==> src/rtl/rtc_alarm_pkg.sv <==
package rtc_alarm_pkg;
  localparam int unsigned WORD_W = 32;
  localparam int unsigned ADDR_W = 3;
  localparam int unsigned EVT_N  = 5;
  localparam int unsigned FLD_N  = 5;

  typedef enum logic [ADDR_W-1:0] {
    A_TALM  = 3'd0,
    A_CALM  = 3'd1,
    A_STAT  = 3'd2,
    A_CLR   = 3'd3,
    A_IEN   = 3'd4,
    A_IDIS  = 3'd5,
    A_MASK  = 3'd6,
    A_VALID = 3'd7
  } reg_addr_e;

  typedef enum logic [1:0] {
    CHK_TIME,
    CHK_CAL,
    CHK_CAL_ALARM
  } chk_kind_e;

  localparam int unsigned EV_UPD = 0;
  localparam int unsigned EV_ALM = 1;
  localparam int unsigned EV_SEC = 2;
  localparam int unsigned EV_TIM = 3;
  localparam int unsigned EV_CAL = 4;

  localparam logic [WORD_W-1:0] TALM_KEEP = 32'h00BF_FFFF;
  localparam logic [WORD_W-1:0] CALM_KEEP = 32'hBF9F_0000;
  localparam logic [WORD_W-1:0] CALM_RST  = 32'h0101_0000;

  // both nibbles decimal and value inside [lo, hi]
  function automatic logic bcd_ok(logic [7:0] v, logic [7:0] lo, logic [7:0] hi);
    return (v[3:0] <= 4'd9) && (v[7:4] <= 4'd9) && (v >= lo) && (v <= hi);
  endfunction
endpackage

==> src/rtl/rtc_word_check.sv <==
module rtc_word_check
  import rtc_alarm_pkg::*;
#(
  parameter chk_kind_e  KIND     = CHK_TIME,
  parameter logic [7:0] CENT_MIN = 8'h19,
  parameter logic [7:0] CENT_MAX = 8'h20
) (
  input  logic [WORD_W-1:0] word_i,
  output logic              valid_o
);
  logic unused_bits;
  assign unused_bits = ^word_i;

  logic [7:0] f_sec, f_min, f_hour, f_cent, f_year, f_month, f_day, f_date;
  assign f_sec   = {1'b0, word_i[6:0]};
  assign f_min   = {1'b0, word_i[14:8]};
  assign f_hour  = {2'b0, word_i[21:16]};
  assign f_cent  = {1'b0, word_i[6:0]};
  assign f_year  = word_i[15:8];
  assign f_month = {3'b0, word_i[20:16]};
  assign f_day   = {5'b0, word_i[23:21]};
  assign f_date  = {2'b0, word_i[29:24]};

  if (KIND == CHK_TIME) begin : g_time
    assign valid_o = bcd_ok(f_sec, 8'h00, 8'h59) && bcd_ok(f_min, 8'h00, 8'h59)
                  && bcd_ok(f_hour, 8'h00, 8'h23);
  end else if (KIND == CHK_CAL) begin : g_cal
    assign valid_o = bcd_ok(f_cent, CENT_MIN, CENT_MAX) && bcd_ok(f_year, 8'h00, 8'h99)
                  && bcd_ok(f_month, 8'h01, 8'h12) && bcd_ok(f_day, 8'h01, 8'h07)
                  && bcd_ok(f_date, 8'h01, 8'h31);
  end else begin : g_cal_alarm
    assign valid_o = bcd_ok(f_month, 8'h01, 8'h12) && bcd_ok(f_date, 8'h01, 8'h31);
  end
endmodule

==> src/rtl/rtc_alarm_match.sv <==
module rtc_alarm_match
  import rtc_alarm_pkg::*;
(
  input  logic              clk_i,
  input  logic              rst_ni,
  input  logic              tick_i,
  input  logic [WORD_W-1:0] time_i,
  input  logic [WORD_W-1:0] cal_i,
  input  logic [WORD_W-1:0] talm_i,
  input  logic [WORD_W-1:0] calm_i,
  input  logic              talm_ok_i,
  input  logic              calm_ok_i,
  output logic              hit_o
);
  // sec, min, hour from the time word; month, date from the calendar word
  localparam int F_LSB [FLD_N] = '{0, 8, 16, 16, 24};
  localparam int F_W   [FLD_N] = '{7, 7, 6, 5, 6};
  localparam int F_EN  [FLD_N] = '{7, 15, 23, 23, 31};
  localparam logic [FLD_N-1:0] F_CAL = 5'b11000;

  logic unused_bits;
  assign unused_bits = ^{time_i, cal_i, talm_i, calm_i};

  logic [FLD_N-1:0] en, eq;

  for (genvar i = 0; i < FLD_N; i++) begin : g_fld
    localparam int LSB = F_LSB[i];
    localparam int W   = F_W[i];
    localparam int ENB = F_EN[i];
    logic [W-1:0] cur, ref_v;
    if (F_CAL[i]) begin : g_c
      assign cur   = cal_i[LSB +: W];
      assign ref_v = calm_i[LSB +: W];
      assign en[i] = calm_i[ENB];
    end else begin : g_t
      assign cur   = time_i[LSB +: W];
      assign ref_v = talm_i[LSB +: W];
      assign en[i] = talm_i[ENB];
    end
    assign eq[i] = (cur == ref_v);
  end

  assign hit_o = tick_i && (|en) && talm_ok_i && calm_ok_i && (&(eq | ~en));

  assert_no_enable_R5: assert property (@(posedge clk_i) disable iff (!rst_ni)
    (talm_i[23] == 1'b0 && talm_i[15] == 1'b0 && talm_i[7] == 1'b0
     && calm_i[31] == 1'b0 && calm_i[23] == 1'b0) |-> !hit_o);

  assert_invalid_blocks_R6: assert property (@(posedge clk_i) disable iff (!rst_ni)
    !(talm_ok_i && calm_ok_i) |-> !hit_o);
endmodule

==> src/rtl/rtc_irq_ctrl.sv <==
module rtc_irq_ctrl
  import rtc_alarm_pkg::*;
#(
  parameter int unsigned N = EVT_N
) (
  input  logic         clk_i,
  input  logic         rst_ni,
  input  logic [N-1:0] set_i,
  input  logic         clr_we_i,
  input  logic         ien_we_i,
  input  logic         idis_we_i,
  input  logic [N-1:0] wdata_i,
  output logic [N-1:0] status_o,
  output logic [N-1:0] mask_o,
  output logic         irq_o
);
  logic [N-1:0] status_q, mask_q, clr_vec;

  assign clr_vec = clr_we_i ? wdata_i : '0;

  always_ff @(posedge clk_i or negedge rst_ni) begin
    if (!rst_ni) begin
      status_q <= '0;
      mask_q   <= '0;
    end else begin
      status_q <= (status_q & ~clr_vec) | set_i;
      if (ien_we_i)       mask_q <= mask_q | wdata_i;
      else if (idis_we_i) mask_q <= mask_q & ~wdata_i;
    end
  end

  assign status_o = status_q;
  assign mask_o   = mask_q;
  assign irq_o    = |(status_q & mask_q);

  assert_sticky_R8: assert property (@(posedge clk_i) disable iff (!rst_ni)
    !clr_we_i |=> ((status_o & $past(status_o)) == $past(status_o)));

  assert_set_wins_R9: assert property (@(posedge clk_i) disable iff (!rst_ni)
    (|set_i) |=> ((status_o & $past(set_i)) == $past(set_i)));

  assert_mask_raise_R10: assert property (@(posedge clk_i) disable iff (!rst_ni)
    ien_we_i |=> ((mask_o & $past(wdata_i)) == $past(wdata_i)));

  assert_mask_lower_R10: assert property (@(posedge clk_i) disable iff (!rst_ni)
    idis_we_i |=> ((mask_o & $past(wdata_i)) == '0));
endmodule

==> src/rtl/rtc_alarm_irq.sv <==
module rtc_alarm_irq
  import rtc_alarm_pkg::*;
#(
  parameter logic [7:0] CENT_MIN = 8'h19,
  parameter logic [7:0] CENT_MAX = 8'h20
) (
  input  logic              clk_i,
  input  logic              rst_ni,
  input  logic [WORD_W-1:0] time_i,
  input  logic [WORD_W-1:0] cal_i,
  input  logic              sec_ev_i,
  input  logic              tim_ev_i,
  input  logic              cal_ev_i,
  input  logic              upd_ack_i,
  input  logic              reg_we_i,
  input  logic [ADDR_W-1:0] reg_addr_i,
  input  logic [WORD_W-1:0] reg_wdata_i,
  output logic [WORD_W-1:0] reg_rdata_o,
  output logic              irq_o
);
  logic [WORD_W-1:0] talm_q, calm_q;
  logic              time_ok, cal_ok, talm_ok, calm_ok, alarm_hit;
  logic [EVT_N-1:0]  ev_set, status, mask;
  reg_addr_e         addr;

  assign addr = reg_addr_e'(reg_addr_i);

  always_ff @(posedge clk_i or negedge rst_ni) begin
    if (!rst_ni) begin
      talm_q <= '0;
      calm_q <= CALM_RST;
    end else if (reg_we_i) begin
      if (addr == A_TALM) talm_q <= reg_wdata_i & TALM_KEEP;
      if (addr == A_CALM) calm_q <= reg_wdata_i & CALM_KEEP;
    end
  end

  rtc_word_check #(.KIND(CHK_TIME), .CENT_MIN(CENT_MIN), .CENT_MAX(CENT_MAX)) i_chk_time (
    .word_i(time_i), .valid_o(time_ok));
  rtc_word_check #(.KIND(CHK_CAL), .CENT_MIN(CENT_MIN), .CENT_MAX(CENT_MAX)) i_chk_cal (
    .word_i(cal_i), .valid_o(cal_ok));
  rtc_word_check #(.KIND(CHK_TIME), .CENT_MIN(CENT_MIN), .CENT_MAX(CENT_MAX)) i_chk_talm (
    .word_i(talm_q), .valid_o(talm_ok));
  rtc_word_check #(.KIND(CHK_CAL_ALARM), .CENT_MIN(CENT_MIN), .CENT_MAX(CENT_MAX)) i_chk_calm (
    .word_i(calm_q), .valid_o(calm_ok));

  rtc_alarm_match i_match (
    .clk_i     (clk_i),
    .rst_ni    (rst_ni),
    .tick_i    (sec_ev_i),
    .time_i    (time_i),
    .cal_i     (cal_i),
    .talm_i    (talm_q),
    .calm_i    (calm_q),
    .talm_ok_i (talm_ok),
    .calm_ok_i (calm_ok),
    .hit_o     (alarm_hit)
  );

  always_comb begin
    ev_set         = '0;
    ev_set[EV_UPD] = upd_ack_i;
    ev_set[EV_ALM] = alarm_hit;
    ev_set[EV_SEC] = sec_ev_i;
    ev_set[EV_TIM] = tim_ev_i;
    ev_set[EV_CAL] = cal_ev_i;
  end

  rtc_irq_ctrl #(.N(EVT_N)) i_irq (
    .clk_i     (clk_i),
    .rst_ni    (rst_ni),
    .set_i     (ev_set),
    .clr_we_i  (reg_we_i && addr == A_CLR),
    .ien_we_i  (reg_we_i && addr == A_IEN),
    .idis_we_i (reg_we_i && addr == A_IDIS),
    .wdata_i   (reg_wdata_i[EVT_N-1:0]),
    .status_o  (status),
    .mask_o    (mask),
    .irq_o     (irq_o)
  );

  always_comb begin
    reg_rdata_o = '0;
    unique case (addr)
      A_TALM:  reg_rdata_o = talm_q;
      A_CALM:  reg_rdata_o = calm_q;
      A_STAT:  reg_rdata_o[EVT_N-1:0] = status;
      A_MASK:  reg_rdata_o[EVT_N-1:0] = mask;
      A_VALID: reg_rdata_o[3:0] = {~calm_ok, ~talm_ok, ~cal_ok, ~time_ok};
      default: reg_rdata_o = '0;
    endcase
  end

  assert_alarm_store_R3: assert property (@(posedge clk_i) disable iff (!rst_ni)
    (reg_we_i && addr == A_TALM) |=> (talm_q == ($past(reg_wdata_i) & TALM_KEEP)));
endmodule

==> config.mk <==
export PLATFORM = sky130hd
export DESIGN_NAME = rtc_alarm_irq
export DESIGN_NICKNAME = d
export VERILOG_FILES = /design/src/rtl/rtc_alarm_pkg.sv /design/src/rtl/rtc_word_check.sv /design/src/rtl/rtc_alarm_match.sv /design/src/rtl/rtc_irq_ctrl.sv /design/src/rtl/rtc_alarm_irq.sv
export SDC_FILE = /design/constraint.sdc
export NUM_CORES = 1
export LEC_CHECK = 0
export ABC_CLOCK_PERIOD_IN_PS = 2000
export BUFFER_PORTS_ARGS = -buffer_cell sky130_fd_sc_hd__buf_4
export CORE_ASPECT_RATIO = 1.2
export CORE_UTILIZATION = 46
export DETAILED_ROUTE_END_ITERATION = 8
export HOLD_SLACK_MARGIN = 0.12
export PLACE_DENSITY = 0.8
export SLEW_MARGIN = 20
export SYNTH_ARGS = -nofsm -noshare
export SYNTH_HDL_FRONTEND = slang
export SYNTH_HIERARCHICAL = 1
export SYNTH_SLANG_ARGS = --single-unit
==> constraint.sdc <==
create_clock -name clk_i -period 2 [get_ports clk_i]
set_clock_uncertainty 0.05 [all_clocks]
set_input_delay 0.1 -clock clk_i [delete_from_list [all_inputs] [get_ports clk_i]]
set_output_delay 0.1 -clock clk_i [all_outputs]
set_load 0.03 [all_outputs]
==> flow_summary.json <==
{
  "drt_iter0_drc": 159,
  "violations": "negative setup slack",
  "relSlewSlack": 0.606,
  "slowest_stage": "or4_4",
  "min_period_over_period": 1.07,
  "grt_pass1_wl_mm": 13.2,
  "antenna_found_initial": 0,
  "core_area_sq_mm": 0.00578,
  "synth_top_flop_cell": "dfrtp_1",
  "antenna_left": 0,
  "timing.hold.ws_ns": 0.268,
  "num_rows": 30,
  "reg2reg_depth": 8,
  "cts_tree": "done",
  "cts-root-buf": "clkbuf_8",
  "num_vias": 2806,
  "finalHoldViolCount": 0,
  "status": "complete, but fails checks",
  "ir_drop_uv": 383,
  "cp-end-kind": "primary output",
  "postLayoutCoreUtil": 0.754,
  "synth.area.top_cells": "dfrtp_1 39%, mux2_2 14%, xor2_1 5.0%",
  "yosysSeqAreaShare": 0.410,
  "place_ws_ns": 0.0771,
  "start_util": 0.487,
  "max_freq_mhz": 467,
  "fin_nets": 537,
  "yosysUniqueCellTypes": 45,
  "drv_cap": 0,
  "fp.dieArea_sq_mm": 0.00643,
  "final_common_cell": "buf_4",
  "antennaDiodeCount": 0,
  "clk_latency_ns": 0.29,
  "ys_warn_count": 6,
  "grt_setup_unrepaired": "true",
  "overflow": 0,
  "cts.sinks": 46,
  "clock_path_buffers": 2,
  "slowest_delay_ns": 0.56,
  "min_period_ns": 2.14,
  "netlist_instances": 265,
  "routedWlPerCell_microns": 16.4,
  "port_buffers": 117,
  "fin_ws_ns": -0.139,
  "cp_cell_sequence": "or4_4 -> nor2_4 -> nor4_2 -> buf_4 -> inv_2 -> mux2i_1 -> o21ai_1 -> buf_4",
  "die_w_microns": 73.4,
  "path_clk_slew_ns": 0.09,
  "rrSetupSlack_ns": 0.13,
  "fillers": 407,
  "layout-drive-gt1-share": 0.438,
  "hpwl_mm": 5.75,
  "vias_per_cell": 5.48,
  "netlist_area_sq_mm": 0.00281,
  "start_kind": "flip-flop",
  "hold_start": "reg_we_i",
  "first_pass_iters": 4,
  "setup_viol": 1,
  "io_pins": 139,
  "worstMarginPinSlew_ns": 0.591,
  "crit_family": "simple AND/OR/NAND/NOR gates",
  "power.leakage_nw": 1.94,
  "yosys.area.top_type": "dfrtp_1",
  "yosysTopAreaCellShare": 0.391,
  "gp_congestion": 0.827,
  "cts_inserted_buffers": 5,
  "hold_class": "in -> reg",
  "drcViolationCount": 0,
  "critPathBufInv": 3,
  "wirelength_mm": 8.42,
  "path_max_fanout": 4,
  "multi_input_area_sq_mm": 0.00161,
  "grt_max_degree": 47,
  "syn_area_per_cell_sq_um": 10.6,
  "synth_edf_count": 0,
  "ys_ff_latch": 46,
  "cp_data_required_time_ns": 1.85,
  "grt_pass1_vias": 2849,
  "async_flop_share": 1.00,
  "layout_common_cells": "130 x buf_4, 42 x dfrtp_1, 39 x dlygate4sd3_1",
  "criticalPathCategory": "reg -> out",
  "r2r_end": "i_irq/status_o[1]",
  "crit_top_cell": "buf_4",
  "reg2reg_from": "calm_q[19]",
  "min_path_cells": 5,
  "critPathArrivalTime_ns": 1.99,
  "grtUsageTotal": 0.267,
  "power_density_mw_per_mm2": 717,
  "area_delta_synth_final_pct": 55.0,
  "fp.dieH_microns": 87.7,
  "slew_violations": 0,
  "htree_levels": 2,
  "seq_area_sq_mm": 0.00116
}
-- through the flow --
stage	area [sq um]	TNS, ns	instances	total power, mW
after floorplan	2820	0	266	1.89
after global placement	3750	0	457	2.25
after detailed placement	3750	0	457	2.29
after CTS	4310	-0.132	510	3.08
after global routing	4360	-0.229	512	3.29
final	4360	-0.139	512	3.13
-- synthesized netlist by cell type, types with 2 or more instances --
library cell,number
a32oi_1,3
buf_4,3
nor2_1,5
nand2_1,14
xor2_1,16
xnor2_1,15
a21o_1,5
o22ai_1,2
dfrtp_1,44
a22oi_1,3
and2_1,19
a21oi_1,4
nor4_1,8
nor3_1,2
buf_6,3
a222oi_1,2
dfstp_2,2
mux2_2,36
nand4_1,5
nand3_1,6
mux2i_1,5
inv_1,5
a22o_1,11
o21ai_0,16
or3_1,5
a211oi_1,3
clkbuf_1,2
buf_2,3
or4_1,2
-- metal layers --
| metal | vias to the layer above | share of wire | track usage | routed length [microns] |
|---|---|---|---|---|
| met5 | - | 0 | 0 | 0 |
| met4 | 0 | 0.035 | 0.126 | 293 |
| met3 | 24 | 0.043 | 0.0299 | 358 |
| met2 | 110 | 0.53 | 0.480 | 4460 |
| met1 | 1366 | 0.39 | 0.316 | 3310 |
| li1 | 1306 | - | - | - |
-- cell families (layout without fill, tap and decap cells) --
| family | count (synthesis) | in the layout | synth area share |
|---|---|---|---|
| buffers and inverters | 16 | 182 | 0.0347 |
| other | 1 | 2 | 0.00133 |
| AOI/OAI and AO/OA | 54 | 54 | 0.136 |
| xor gates and xnor gates | 31 | 31 | 0.0965 |
| muxes | 41 | 41 | 0.162 |
| DFF | 46 | 46 | 0.410 |
| and+or+nand+nor | 76 | 76 | 0.160 |
-- layout make-up --
cell class                      instances  area share
Timing Repair Buffer                  169       0.313
Clock inverter                          2     0.00861
Inverter                                5     0.00430
Multi-Input combinational cell        204       0.369
Tap cell                               80      0.0230
Sequential cell                        46       0.265
Clock buffer                            6      0.0166
-- worst reg2reg max path, cell delays in order, from the launching register on --
cell and delay (ns):
dfrtp_1 0.42, or4_4 0.56, nor2_4 0.13, nor4_2 0.06, buf_4 0.14, nand3_1 0.07
a21oi_1 0.04, and3_1 0.16, a21o_1 0.14
-- power by group --
group / internal (mW) / total (mW) / switching (mW) / leakage, nW
registers: 1.13 / 1.38 / 0.246 / 0.536
logic: 0.612 / 1.07 / 0.453 / 1.35
clock network: 0.373 / 0.683 / 0.310 / 0.0514
total: 2.12 / 3.13 / 1.01 / 1.94
-- how the worst max path moves through the flow --
stage,from,to,cells past startpoint
floorplan,calm_q[19],reg_rdata_o[3],6
global placement,calm_q[25],reg_rdata_o[3],8
detailed placement,calm_q[25],reg_rdata_o[3],8
CTS,calm_q[19],reg_rdata_o[3],8
global route,calm_q[18],reg_rdata_o[3],9
finish,calm_q[19],reg_rdata_o[3],8
-- what timing repair did --
action / in CTS / in global routing
hold buffers: 39 / 0
setup buffers: 6 / 2
setup endpoints to repair: 1 / 2
hold endpoints to repair: 90 / 0
resized for setup: 5 / 9
pin swaps: 0 / 3
No activity file was read; power rests on OpenSTA's default activity.
